--- src/rtl/tit_pkg.sv ---
// Shared types and constants for the telemetry register target.
// Assumes byte-wide registers and an 8-bit command pointer.
package tit_pkg;

    typedef enum logic [2:0] {
        ST_IDLE,
        ST_ADDR,
        ST_AACK,
        ST_WDAT,
        ST_WACK,
        ST_RDAT,
        ST_RACK,
        ST_WAIT
    } bus_state_t;

    typedef enum logic [1:0] {
        RK_SINGLE,
        RK_ID,
        RK_MODEL
    } resp_kind_t;

    localparam logic [7:0] PTR_IDLE  = 8'hFF;
    localparam logic [7:0] PAD_BYTE  = 8'hFF;
    localparam logic [7:0] BLK_COUNT = 8'h02;
    localparam logic [7:0] ID_B0     = 8'h52;
    localparam logic [7:0] ID_B1     = 8'h49;
    localparam logic [7:0] MODEL_B0  = 8'h6C;
    localparam logic [7:0] MODEL_B1  = 8'h00;

endpackage

--- src/rtl/tit_reg_file.sv ---
// Telemetry register file: one synchronous fill port, one combinational
// read port. Assumes DEPTH is a power of two. Reset clears every entry.
module tit_reg_file #(
    parameter int DEPTH  = 256,
    parameter int DATA_W = 8,
    localparam int AW    = $clog2(DEPTH)
) (
    input  logic              clk,
    input  logic              rst_n,
    input  logic              wr_en,
    input  logic [AW-1:0]     wr_addr,
    input  logic [DATA_W-1:0] wr_data,
    input  logic [AW-1:0]     rd_addr,
    output logic [DATA_W-1:0] rd_data
);

    logic [DATA_W-1:0] mem [DEPTH];

    // Clear on reset, otherwise accept fill writes.
    always_ff @(posedge clk) begin
        if (!rst_n) begin
            for (int i = 0; i < DEPTH; i++) begin
                mem[i] <= '0;
            end
        end else if (wr_en) begin
            mem[wr_addr] <= wr_data;
        end
    end

    // Present the addressed entry.
    assign rd_data = mem[rd_addr];

endmodule

--- src/rtl/tit_bus_engine.sv ---
// Bit-level I2C target engine. Synchronises SCL/SDA into clk and detects
// START, STOP and both SCL edges. It shifts address and data bytes,
// drives ACK and read data through an open-drain enable, and emits
// one-cycle events for the response logic. Assumes clk is at least
// eight times faster than SCL. It never stretches the clock.
module tit_bus_engine
    import tit_pkg::*;
#(
    parameter logic [6:0] DEV_ADDR = 7'h40
) (
    input  logic       clk,
    input  logic       rst_n,
    input  logic       scl_i,
    input  logic       sda_i,
    input  logic [7:0] tx_byte,
    output logic       sda_drive,
    output logic       scl_s,
    output logic [7:0] rx_byte,
    output logic       ev_wstart,
    output logic       ev_rstart,
    output logic       ev_wbyte,
    output logic       ev_nack,
    output logic       ev_stop,
    output logic       ev_fetch
);

    logic       scl_m, sda_m, sda_s, scl_p, sda_p;
    logic       scl_rise, scl_fall, start_c, stop_c;
    bus_state_t state;
    logic [2:0] bit_cnt;
    logic [7:0] shreg;
    logic       got8, rd_dir, selected, host_ack;

    // Two-flop synchronisers plus one stage of history for edge detection.
    always_ff @(posedge clk) begin
        if (!rst_n) begin
            {scl_m, scl_s, scl_p} <= 3'b111;
            {sda_m, sda_s, sda_p} <= 3'b111;
        end else begin
            {scl_m, scl_s, scl_p} <= {scl_i, scl_m, scl_s};
            {sda_m, sda_s, sda_p} <= {sda_i, sda_m, sda_s};
        end
    end

    // Bus conditions seen on the synchronised lines.
    always_comb begin
        scl_rise = scl_s && !scl_p;
        scl_fall = !scl_s && scl_p;
        start_c  = scl_s && scl_p && sda_p && !sda_s;
        stop_c   = scl_s && scl_p && !sda_p && sda_s;
    end

    assign rx_byte = shreg;

    // Protocol sequencer: address, ACK, write data, read data, host ACK.
    always_ff @(posedge clk) begin
        if (!rst_n) begin
            state     <= ST_IDLE;
            bit_cnt   <= '0;
            shreg     <= '0;
            got8      <= 1'b0;
            rd_dir    <= 1'b0;
            selected  <= 1'b0;
            host_ack  <= 1'b0;
            sda_drive <= 1'b0;
            ev_wstart <= 1'b0;
            ev_rstart <= 1'b0;
            ev_wbyte  <= 1'b0;
            ev_nack   <= 1'b0;
            ev_stop   <= 1'b0;
            ev_fetch  <= 1'b0;
        end else begin
            ev_wstart <= 1'b0;
            ev_rstart <= 1'b0;
            ev_wbyte  <= 1'b0;
            ev_nack   <= 1'b0;
            ev_stop   <= 1'b0;
            ev_fetch  <= 1'b0;
            if (start_c) begin
                state     <= ST_ADDR;
                bit_cnt   <= '0;
                got8      <= 1'b0;
                selected  <= 1'b0;
                sda_drive <= 1'b0;
            end else if (stop_c) begin
                ev_stop   <= selected;
                state     <= ST_IDLE;
                selected  <= 1'b0;
                sda_drive <= 1'b0;
            end else begin
                unique case (state)
                    ST_ADDR, ST_WDAT: begin
                        if (scl_rise) begin
                            shreg   <= {shreg[6:0], sda_s};
                            bit_cnt <= bit_cnt + 3'd1;
                            got8    <= (bit_cnt == 3'd7);
                        end else if (scl_fall && got8) begin
                            got8 <= 1'b0;
                            if (state == ST_WDAT) begin
                                sda_drive <= 1'b1;
                                ev_wbyte  <= 1'b1;
                                state     <= ST_WACK;
                            end else if (shreg[7:1] == DEV_ADDR) begin
                                sda_drive <= 1'b1;
                                rd_dir    <= shreg[0];
                                selected  <= 1'b1;
                                ev_rstart <= shreg[0];
                                ev_wstart <= !shreg[0];
                                state     <= ST_AACK;
                            end else begin
                                state <= ST_WAIT;
                            end
                        end
                    end
                    ST_AACK, ST_WACK: begin
                        if (scl_fall) begin
                            bit_cnt <= '0;
                            if (state == ST_AACK && rd_dir) begin
                                shreg     <= tx_byte;
                                sda_drive <= !tx_byte[7];
                                ev_fetch  <= 1'b1;
                                state     <= ST_RDAT;
                            end else begin
                                sda_drive <= 1'b0;
                                state     <= ST_WDAT;
                            end
                        end
                    end
                    ST_RDAT: begin
                        if (scl_fall) begin
                            if (bit_cnt == 3'd7) begin
                                sda_drive <= 1'b0;
                                state     <= ST_RACK;
                            end else begin
                                shreg     <= {shreg[6:0], 1'b0};
                                sda_drive <= !shreg[6];
                                bit_cnt   <= bit_cnt + 3'd1;
                            end
                        end
                    end
                    ST_RACK: begin
                        if (scl_rise) begin
                            host_ack <= !sda_s;
                            ev_nack  <= sda_s;
                        end else if (scl_fall) begin
                            bit_cnt <= '0;
                            if (host_ack) begin
                                shreg     <= tx_byte;
                                sda_drive <= !tx_byte[7];
                                ev_fetch  <= 1'b1;
                                state     <= ST_RDAT;
                            end else begin
                                state <= ST_WAIT;
                            end
                        end
                    end
                    default: begin
                        sda_drive <= 1'b0;
                    end
                endcase
            end
        end
    end

endmodule

--- src/rtl/tit_resp_unit.sv ---
// Command pointer and response generator. Loads the pointer from the
// first write byte, resets it on bus events, and at read start captures
// the response kind and the addressed register byte. Serves bytes by
// index, padding with 0xFF. Assumes events arrive as one-cycle pulses.
module tit_resp_unit
    import tit_pkg::*;
#(
    parameter int         BUF_BYTES  = 32,
    parameter logic [7:0] ID_CODE    = 8'h99,
    parameter logic [7:0] MODEL_CODE = 8'h9A,
    localparam int        IW         = $clog2(BUF_BYTES + 1)
) (
    input  logic       clk,
    input  logic       rst_n,
    input  logic       ev_wstart,
    input  logic       ev_rstart,
    input  logic       ev_wbyte,
    input  logic       ev_nack,
    input  logic       ev_stop,
    input  logic       ev_fetch,
    input  logic [7:0] rx_byte,
    input  logic [7:0] rf_data,
    output logic [7:0] ptr,
    output logic [7:0] tx_byte
);

    localparam logic [IW-1:0] IDX_END = IW'(BUF_BYTES);

    logic            first_pending;
    resp_kind_t      kind;
    logic [7:0]      snap;
    logic [IW-1:0]   idx;

    // Pointer: load once per write phase, fall back to idle on bus events.
    always_ff @(posedge clk) begin
        if (!rst_n) begin
            ptr           <= PTR_IDLE;
            first_pending <= 1'b0;
        end else if (ev_wstart) begin
            ptr           <= PTR_IDLE;
            first_pending <= 1'b1;
        end else if (ev_nack || ev_stop) begin
            ptr           <= PTR_IDLE;
            first_pending <= 1'b0;
        end else if (ev_wbyte && first_pending) begin
            ptr           <= rx_byte;
            first_pending <= 1'b0;
        end
    end

    // Read start: classify the command and capture the register byte.
    always_ff @(posedge clk) begin
        if (!rst_n) begin
            kind <= RK_SINGLE;
            snap <= '0;
            idx  <= '0;
        end else if (ev_rstart) begin
            kind <= (ptr == ID_CODE)    ? RK_ID :
                    (ptr == MODEL_CODE) ? RK_MODEL : RK_SINGLE;
            snap <= rf_data;
            idx  <= '0;
        end else if (ev_fetch && idx < IDX_END) begin
            idx <= idx + 1'b1;
        end
    end

    // Byte at the current index; everything past the response is padding.
    always_comb begin
        tx_byte = PAD_BYTE;
        if (idx < IDX_END) begin
            unique case (kind)
                RK_ID: begin
                    if (idx == IW'(0))      tx_byte = BLK_COUNT;
                    else if (idx == IW'(1)) tx_byte = ID_B0;
                    else if (idx == IW'(2)) tx_byte = ID_B1;
                end
                RK_MODEL: begin
                    if (idx == IW'(0))      tx_byte = BLK_COUNT;
                    else if (idx == IW'(1)) tx_byte = MODEL_B0;
                    else if (idx == IW'(2)) tx_byte = MODEL_B1;
                end
                default: begin
                    if (idx == IW'(0))      tx_byte = snap;
                end
            endcase
        end
    end

endmodule

--- src/rtl/telem_i2c_target.sv ---
// Read-only telemetry register target on I2C. Connects the bus engine,
// the pointer/response unit and the register file. The fill port is the
// only way to change register contents. Assumes the 8-bit pointer spans
// the whole register file.
module telem_i2c_target
    import tit_pkg::*;
#(
    parameter logic [6:0] DEV_ADDR   = 7'h40,
    parameter int         BUF_BYTES  = 32,
    parameter logic [7:0] ID_CODE    = 8'h99,
    parameter logic [7:0] MODEL_CODE = 8'h9A,
    localparam int        DEPTH      = 256
) (
    input  logic       clk,
    input  logic       rst_n,
    input  logic       scl_i,
    input  logic       sda_i,
    output logic       sda_drive_o,
    input  logic       pre_we,
    input  logic [7:0] pre_addr,
    input  logic [7:0] pre_data
);

    logic       scl_s;
    logic [7:0] rx_byte, tx_byte, ptr, rf_rdata;
    logic       ev_wstart, ev_rstart, ev_wbyte, ev_nack, ev_stop, ev_fetch;

    tit_bus_engine #(.DEV_ADDR(DEV_ADDR)) u_bus (
        .clk       (clk),
        .rst_n     (rst_n),
        .scl_i     (scl_i),
        .sda_i     (sda_i),
        .tx_byte   (tx_byte),
        .sda_drive (sda_drive_o),
        .scl_s     (scl_s),
        .rx_byte   (rx_byte),
        .ev_wstart (ev_wstart),
        .ev_rstart (ev_rstart),
        .ev_wbyte  (ev_wbyte),
        .ev_nack   (ev_nack),
        .ev_stop   (ev_stop),
        .ev_fetch  (ev_fetch)
    );

    tit_resp_unit #(
        .BUF_BYTES  (BUF_BYTES),
        .ID_CODE    (ID_CODE),
        .MODEL_CODE (MODEL_CODE)
    ) u_resp (
        .clk       (clk),
        .rst_n     (rst_n),
        .ev_wstart (ev_wstart),
        .ev_rstart (ev_rstart),
        .ev_wbyte  (ev_wbyte),
        .ev_nack   (ev_nack),
        .ev_stop   (ev_stop),
        .ev_fetch  (ev_fetch),
        .rx_byte   (rx_byte),
        .rf_data   (rf_rdata),
        .ptr       (ptr),
        .tx_byte   (tx_byte)
    );

    tit_reg_file #(.DEPTH(DEPTH), .DATA_W(8)) u_regs (
        .clk     (clk),
        .rst_n   (rst_n),
        .wr_en   (pre_we),
        .wr_addr (pre_addr),
        .wr_data (pre_data),
        .rd_addr (ptr),
        .rd_data (rf_rdata)
    );

endmodule

--- config.mk ---
export PLATFORM = sky130hd
export DESIGN_NAME = telem_i2c_target
export DESIGN_NICKNAME = d
export VERILOG_FILES = /design/src/rtl/tit_pkg.sv /design/src/rtl/tit_reg_file.sv /design/src/rtl/tit_bus_engine.sv /design/src/rtl/tit_resp_unit.sv /design/src/rtl/telem_i2c_target.sv
export SDC_FILE = /design/constraint.sdc
export NUM_CORES = 2
export LEC_CHECK = 0
export ABC_AREA = 1
export BUFFER_PORTS_ARGS = -buffer_cell sky130_fd_sc_hd__buf_2
export CAP_MARGIN = 40
export CORE_ASPECT_RATIO = 0.5
export CORE_MARGIN = 2
export CORE_UTILIZATION = 35
export CTS_CLUSTER_DIAMETER = 200
export DETAILED_ROUTE_END_ITERATION = 10
export PLACE_DENSITY_LB_ADDON = 0.25
export SLEW_MARGIN = 20
export SYNTH_ARGS = -nofsm -noshare
export SYNTH_HDL_FRONTEND = slang
export SYNTH_HIERARCHICAL = 1
export SYNTH_SLANG_ARGS = --single-unit
--- constraint.sdc ---
create_clock -name clk -period 3.56 [get_ports clk]
set_input_delay 0.534 -clock clk [delete_from_list [all_inputs] [get_ports clk]]
set_output_delay 0.534 -clock clk [all_outputs]
set_load 0.02 [all_outputs]
### Word-level counts from Yosys, hierarchy flattened

Memory sizes are Yosys's and may differ from the RTL's. A register that Yosys moved wholly into a read port is not among the register bits.
Cells that the tools add are included.

| operators by class | value |
|---|---|
| add/sub/neg operators | 2 |
| multipliers | 0 |
| divide/modulo/power cells | 0 |
| order comparisons | 1 |
| equality and inequality tests | 33 |
| shift-type cells | 0 |
| multiplexer cells | 71 |
| bitwise gates (word level) | 9 |
| reduce and logical (&&, ||, !) cells | 45 |

Operators with widths:

| operator | number |
|---|---|
| $mux W8 | 18 |
| $mux W3 | 15 |
| $pmux W8 S4 | 1 |
| $mux W1 | 29 |
| $pmux W3 S4 | 2 |
| $reduce_and A8 Y1 | 3 |
| $ne A4 B1 Y1 const B | 5 |
| $eq A8 B8 Y1 const B | 2 |
| $ne A2 B1 Y1 const B | 8 |
| $pmux W8 S2 | 1 |
| $reduce_or A8 Y1 | 2 |
| $eq A3 B3 Y1 const B | 4 |
| $logic_and A1 B1 Y1 | 11 |
| $reduce_and A11 Y1 | 1 |
| $not A1 Y1 | 9 |
| $reduce_or A3 Y1 | 3 |
| $logic_not A1 Y1 | 8 |
| $ne A4 B4 Y1 const B | 2 |
| $reduce_or A2 Y1 | 4 |
| $eq A7 B7 Y1 const B | 1 |
| $reduce_and A7 Y1 | 1 |
| $add A6 B1 Y6 const B | 1 |
| $eq A3 B2 Y1 const B | 2 |
| $eq A6 B1 Y1 const B | 1 |
| 23 further kinds | 27 |

| storage, ports and cells | value |
|---|---|
| register bits | 48 |
| latch bits | 0 |
| memory bits (writable) | 2048 |
| bits in read-only memories | 0 |
| bits of input ports | 21 |
| logic and storage cells | 187 |
| memories | 1 |

Memory list:

| memory | depth | bits a word | read ports | clocked after memory_dff | wr ports | RTL line | text |
|---|---|---|---|---|---|---|---|
| u_regs.mem | 256 | 8 | 1 | 1 | 256 | tit_reg_file.sv:17 | `logic [DATA_W-1:0] mem [DEPTH];` |

### Depth between registers and ports, before layout

| logic depth | value |
|---|---|
| depth in word-level cells | 11 |
| depth in mapped cells | 17 |
| gate-level depth less buffers | 14 |

### Cells and area by module

Netlist, hierarchy kept.

By module, submodules not included:

| module | instances | cells an instance | area an instance (um2) | seq. area each (um2) |
|---|---|---|---|---|
| tit_reg_file | 1 | 9545 | 92815.3 | 61499.0 |
| tit_bus_engine | 1 | 238 | 1654.1 | 620.6 |
| tit_resp_unit | 1 | 196 | 1397.6 | 500.5 |

### Worst setup path after synthesis

OpenSTA, ideal clock, no wires.

| timing path | value |
|---|---|
| kind | input to register |
| start | input port rst_n |
| end | memory u_regs.mem[114][0], enable pin |
| setup time | 0.329 ns |
| data arrival time | 1.912 ns |
| required time | 3.231 ns |
| setup slack | 1.319 ns |
| stages | 6 |
| buffers on the path | 2 |
| cells stage by stage | buf_2 > nand2_1 > buf_4 > nor3_4 > nand2_4 > nand2_1 |

RTL lines:

| item | RTL line | text |
|---|---|---|
| start, declared | telem_i2c_target.sv:15 | `input logic rst_n,` |
| end, declared | tit_reg_file.sv:17 |  |

==> flow_summary.json <==
{
  "yosysMostFrequentCell": "nand2_1",
  "nets": 9753,
  "initial_core_util_pct": 35.3,
  "synth.cells.most_frequent": "nand2_1, nor2_1, nand3_1, edfxtp_1, clkbuf_1",
  "netlist-cell-type-count": 41,
  "io_buffers": 21,
  "maxCapViolCount": 0,
  "synthCells": 9979,
  "r2r_setup_slack_ns": 0.35,
  "crit_type": "register to register",
  "crit_path_top_delay_cell": "dfxtp_4",
  "drtIter0Drc": 8101,
  "netlist_area_sq_mm": 0.0959,
  "cts_max_path_buffers": 4,
  "pin_count": 22,
  "clk_pin_slew_ns": 0.06,
  "synth_warnings": 6,
  "tightest_slew_ns": 0.923,
  "p_switching_mw": 12.5,
  "area_delta_synth_final_pct": 11.6,
  "async_flop_share_pct": 0,
  "ir_drop_mv": 0.351,
  "worst-path-max-fanout": 49,
  "synth_seq_area_share_pct": 65.3,
  "setup.worst_path.start_class": "register",
  "crit_chain": "buf_4 -> buf_4 -> nand2_1 -> nand3_1 -> nand3_1 -> nand3_1 -> nand3_1 -> nand3_1 -> nand3_1 -> nand2_1 -> nand2_1 -> nand2_1 -> nand3_1 -> nand2_1",
  "syn_avg_cell_area_sq_um": 9.61,
  "status": "completed",
  "antenna_found_initial": 23,
  "cp-end-kind": "register",
  "p_seq_share_pct": 53.9,
  "grt_max_degree": 123,
  "finalSetupViolCount": 0,
  "power-per-cell-area_mw_per_mm2": 501,
  "reg2reg_from": "u_resp/ptr[0]$_SDFFE_PP1P_",
  "cp_data_arrival_time_ns": 4.02,
  "gp_congestion": 0.888,
  "die_w_um": 744,
  "min_period_ns": 3.21,
  "reg2regPathDepth": 14,
  "cp_data_required_time_ns": 4.38,
  "dr.pass1.iters": 8,
  "rows": 135,
  "coreArea_sq_mm": 0.272,
  "via_count": 71700,
  "drc": 0,
  "hold_class": "primary input to register",
  "syn_nets": 10000,
  "cp_common_cell": "nand3_1",
  "grt_setup_unrepaired": "false",
  "synth_top_area_share_pct": 64.2,
  "cts_made_buffers": 209,
  "r2r_end": "u_resp/snap[3]$_SDFFE_PN0P_",
  "clock_skew_ns": 0.0502,
  "p_int_mw": 41.0,
  "sw_frac_of_total_pct": 23.3,
  "die_area_sq_mm": 0.278,
  "grt_usage_pct": 21.2,
  "finalCritPeriodShare_pct": 90.1,
  "hold_viol_final": 0,
  "cts_num_sinks": 2104,
  "crit_buf_inv": 2,
  "netlist_top_cells_area": "edfxtp_1, nand3_1, nand2_1, nor2_1, buf_2",
  "critPathLaunch": "u_resp/ptr[0]$_SDFFE_PP1P_",
  "p_comb_share_pct": 6.0,
  "clock_latency_ns": 0.87,
  "clockPowerShare_pct": 40.2,
  "crit_end": "u_resp/snap[3]$_SDFFE_PN0P_",
  "leakagePower_nw": 40.4,
  "max_freq_ghz": 0.312,
  "hold_start": "pre_data[5]",
  "grt_pass1_vias": 68200,
  "netlist.top_cell.by_area": "edfxtp_1",
  "drive_gt1_share_pct": 6.79,
  "p_total_mw": 53.5,
  "synth_flop_cell": "edfxtp_1",
  "path_depth": 14,
  "slew_viol_final": 0,
  "die_h_um": 374,
  "wl_per_cell_um": 22.4,
  "synth_edf_count": 2048,
  "cts_tree": "yes",
  "slowest_delay_ns": 0.53,
  "critical_path.top_delay_family": "simple AND/OR/NAND/NOR gates",
  "wirelength_um": 303000,
  "tns_ns": 0,
  "overflow": 0,
  "root_buffer": "clkbuf_16",
  "ys_ff_latch": 2104,
  "htree_levels": 4,
  "hpwlAfterDp_um": 186000,
  "grt_pass1_wl_um": 446000,
  "vias_per_cell": 5.31,
  "ant_nets": 0,
  "slew_headroom_pct": 38.5,
  "timing.hold.ws_ns": 0.0775
}
registers in the layout, summed over array words and instances (netlist names), 2 cells and up:
signal         cells
u_resp/ptr         8
u_bus/rx_byte      8
u_resp/snap        8
u_regs/mem      2048
u_bus/bit_cnt      3
u_bus/state        3
u_resp/idx         6
u_resp/kind        2
layer usage:
| layer | global-route usage (%) | share of wire, % | wire [um] | vias up |
|---|---|---|---|---|
| met4 | 6.05 | 3.0 | 9110 | 10 |
| met3 | 3.97 | 9.0 | 27400 | 484 |
| li1 | - | - | - | 33200 |
| met2 | 33.4 | 45 | 136000 | 2981 |
| met1 | 30.0 | 43 | 130000 | 35000 |
| met5 | 0 | 0.018 | 54 | - |
power groups by stage:
stage / clock (mW) / combinational [mW] / sequential, mW
final: 21.5 / 3.20 / 28.8
after detailed placement: 0 / 3.18 / 29.4
after floorplan: 0 / 2.15 / 29.2
after CTS: 21.9 / 3.19 / 28.8
after global routing: 22.8 / 3.51 / 29.0
after global placement: 0 / 3.16 / 29.3
cell usage in the layout, fill, tap and decap left out, types with 11 or more instances in the layout:
cell,count
a21oi_1,14
buf_12,91
buf_2,21
buf_4,165
bufinv_16,15
clkbuf_1,46
clkbuf_16,209
clkinv_1,44
clkinv_2,32
dfxtp_1,50
edfxtp_1,2048
inv_1,46
inv_2,17
inv_8,11
nand2_1,2694
nand2_2,11
nand2_4,16
nand3_1,2059
nor2_1,2141
nor3_4,11
o21ai_0,20
final cells by class:
type | instances | area [sq um]
Fill cell | 26800 | 165000
Sequential cell | 2104 | 62600
Multi-Input combinational cell | 7052 | 29800
Clock buffer | 257 | 5430
Tap cell | 3630 | 4540
Timing Repair Buffer | 282 | 3230
Clock inverter | 109 | 932
Inverter | 75 | 367
Antenna cell | 6 | 15.0
cell families after synthesis:
kind of cell / count (synthesis) / share of synthesized area (%)
AND/OR/NAND/NOR: 6992 / 30.6
flip-flops: 2104 / 65.3
buffers and inverters: 823 / 3.69
AO/OA/AOI/OAI: 52 / 0.317
adder cells (fa/ha/maj): 8 / 0.104
worst min-delay path by stage:
stage | endpoint | slack (ns) | depth (start not counted)
after CTS | u_regs/mem[140][5]$_SDFFCE_PN0P_ | 0.02 | 3
final | u_regs/mem[140][5]$_SDFFCE_PN0P_ | 0.08 | 3
after global routing | u_regs/mem[140][5]$_SDFFCE_PN0P_ | 0.06 | 3
after global placement | u_bus/sda_s$_SDFF_PN1_ | 0.41 | 1
after detailed placement | u_bus/sda_s$_SDFF_PN1_ | 0.40 | 1
after floorplan | u_bus/scl_s$_SDFF_PN1_ | 0.39 | 1
tightest hold or removal path, delay by kind of cell:
kind	cells	cell delay, ns
buffers and inverters	2	0.19
and+or+nand+nor	1	0.09
metrics by stage:
step	instance area, sq um	utilization, %	worst slack [ns]	cells
global route	107000	39.4	0.230	13500
detailed placement	101000	37.0	0.381	13100
finish	107000	39.4	0.354	13500
CTS	107000	39.4	0.430	13500
floorplan	95900	-	1.32	9979
global placement	101000	37.0	0.157	13100
timing repair:
item	CTS	global route
setup buffers	0	0
resized for setup	0	0
hold endpoints to repair	2	0
hold buffers	2	0
Power figures use the tool's default switching activity.
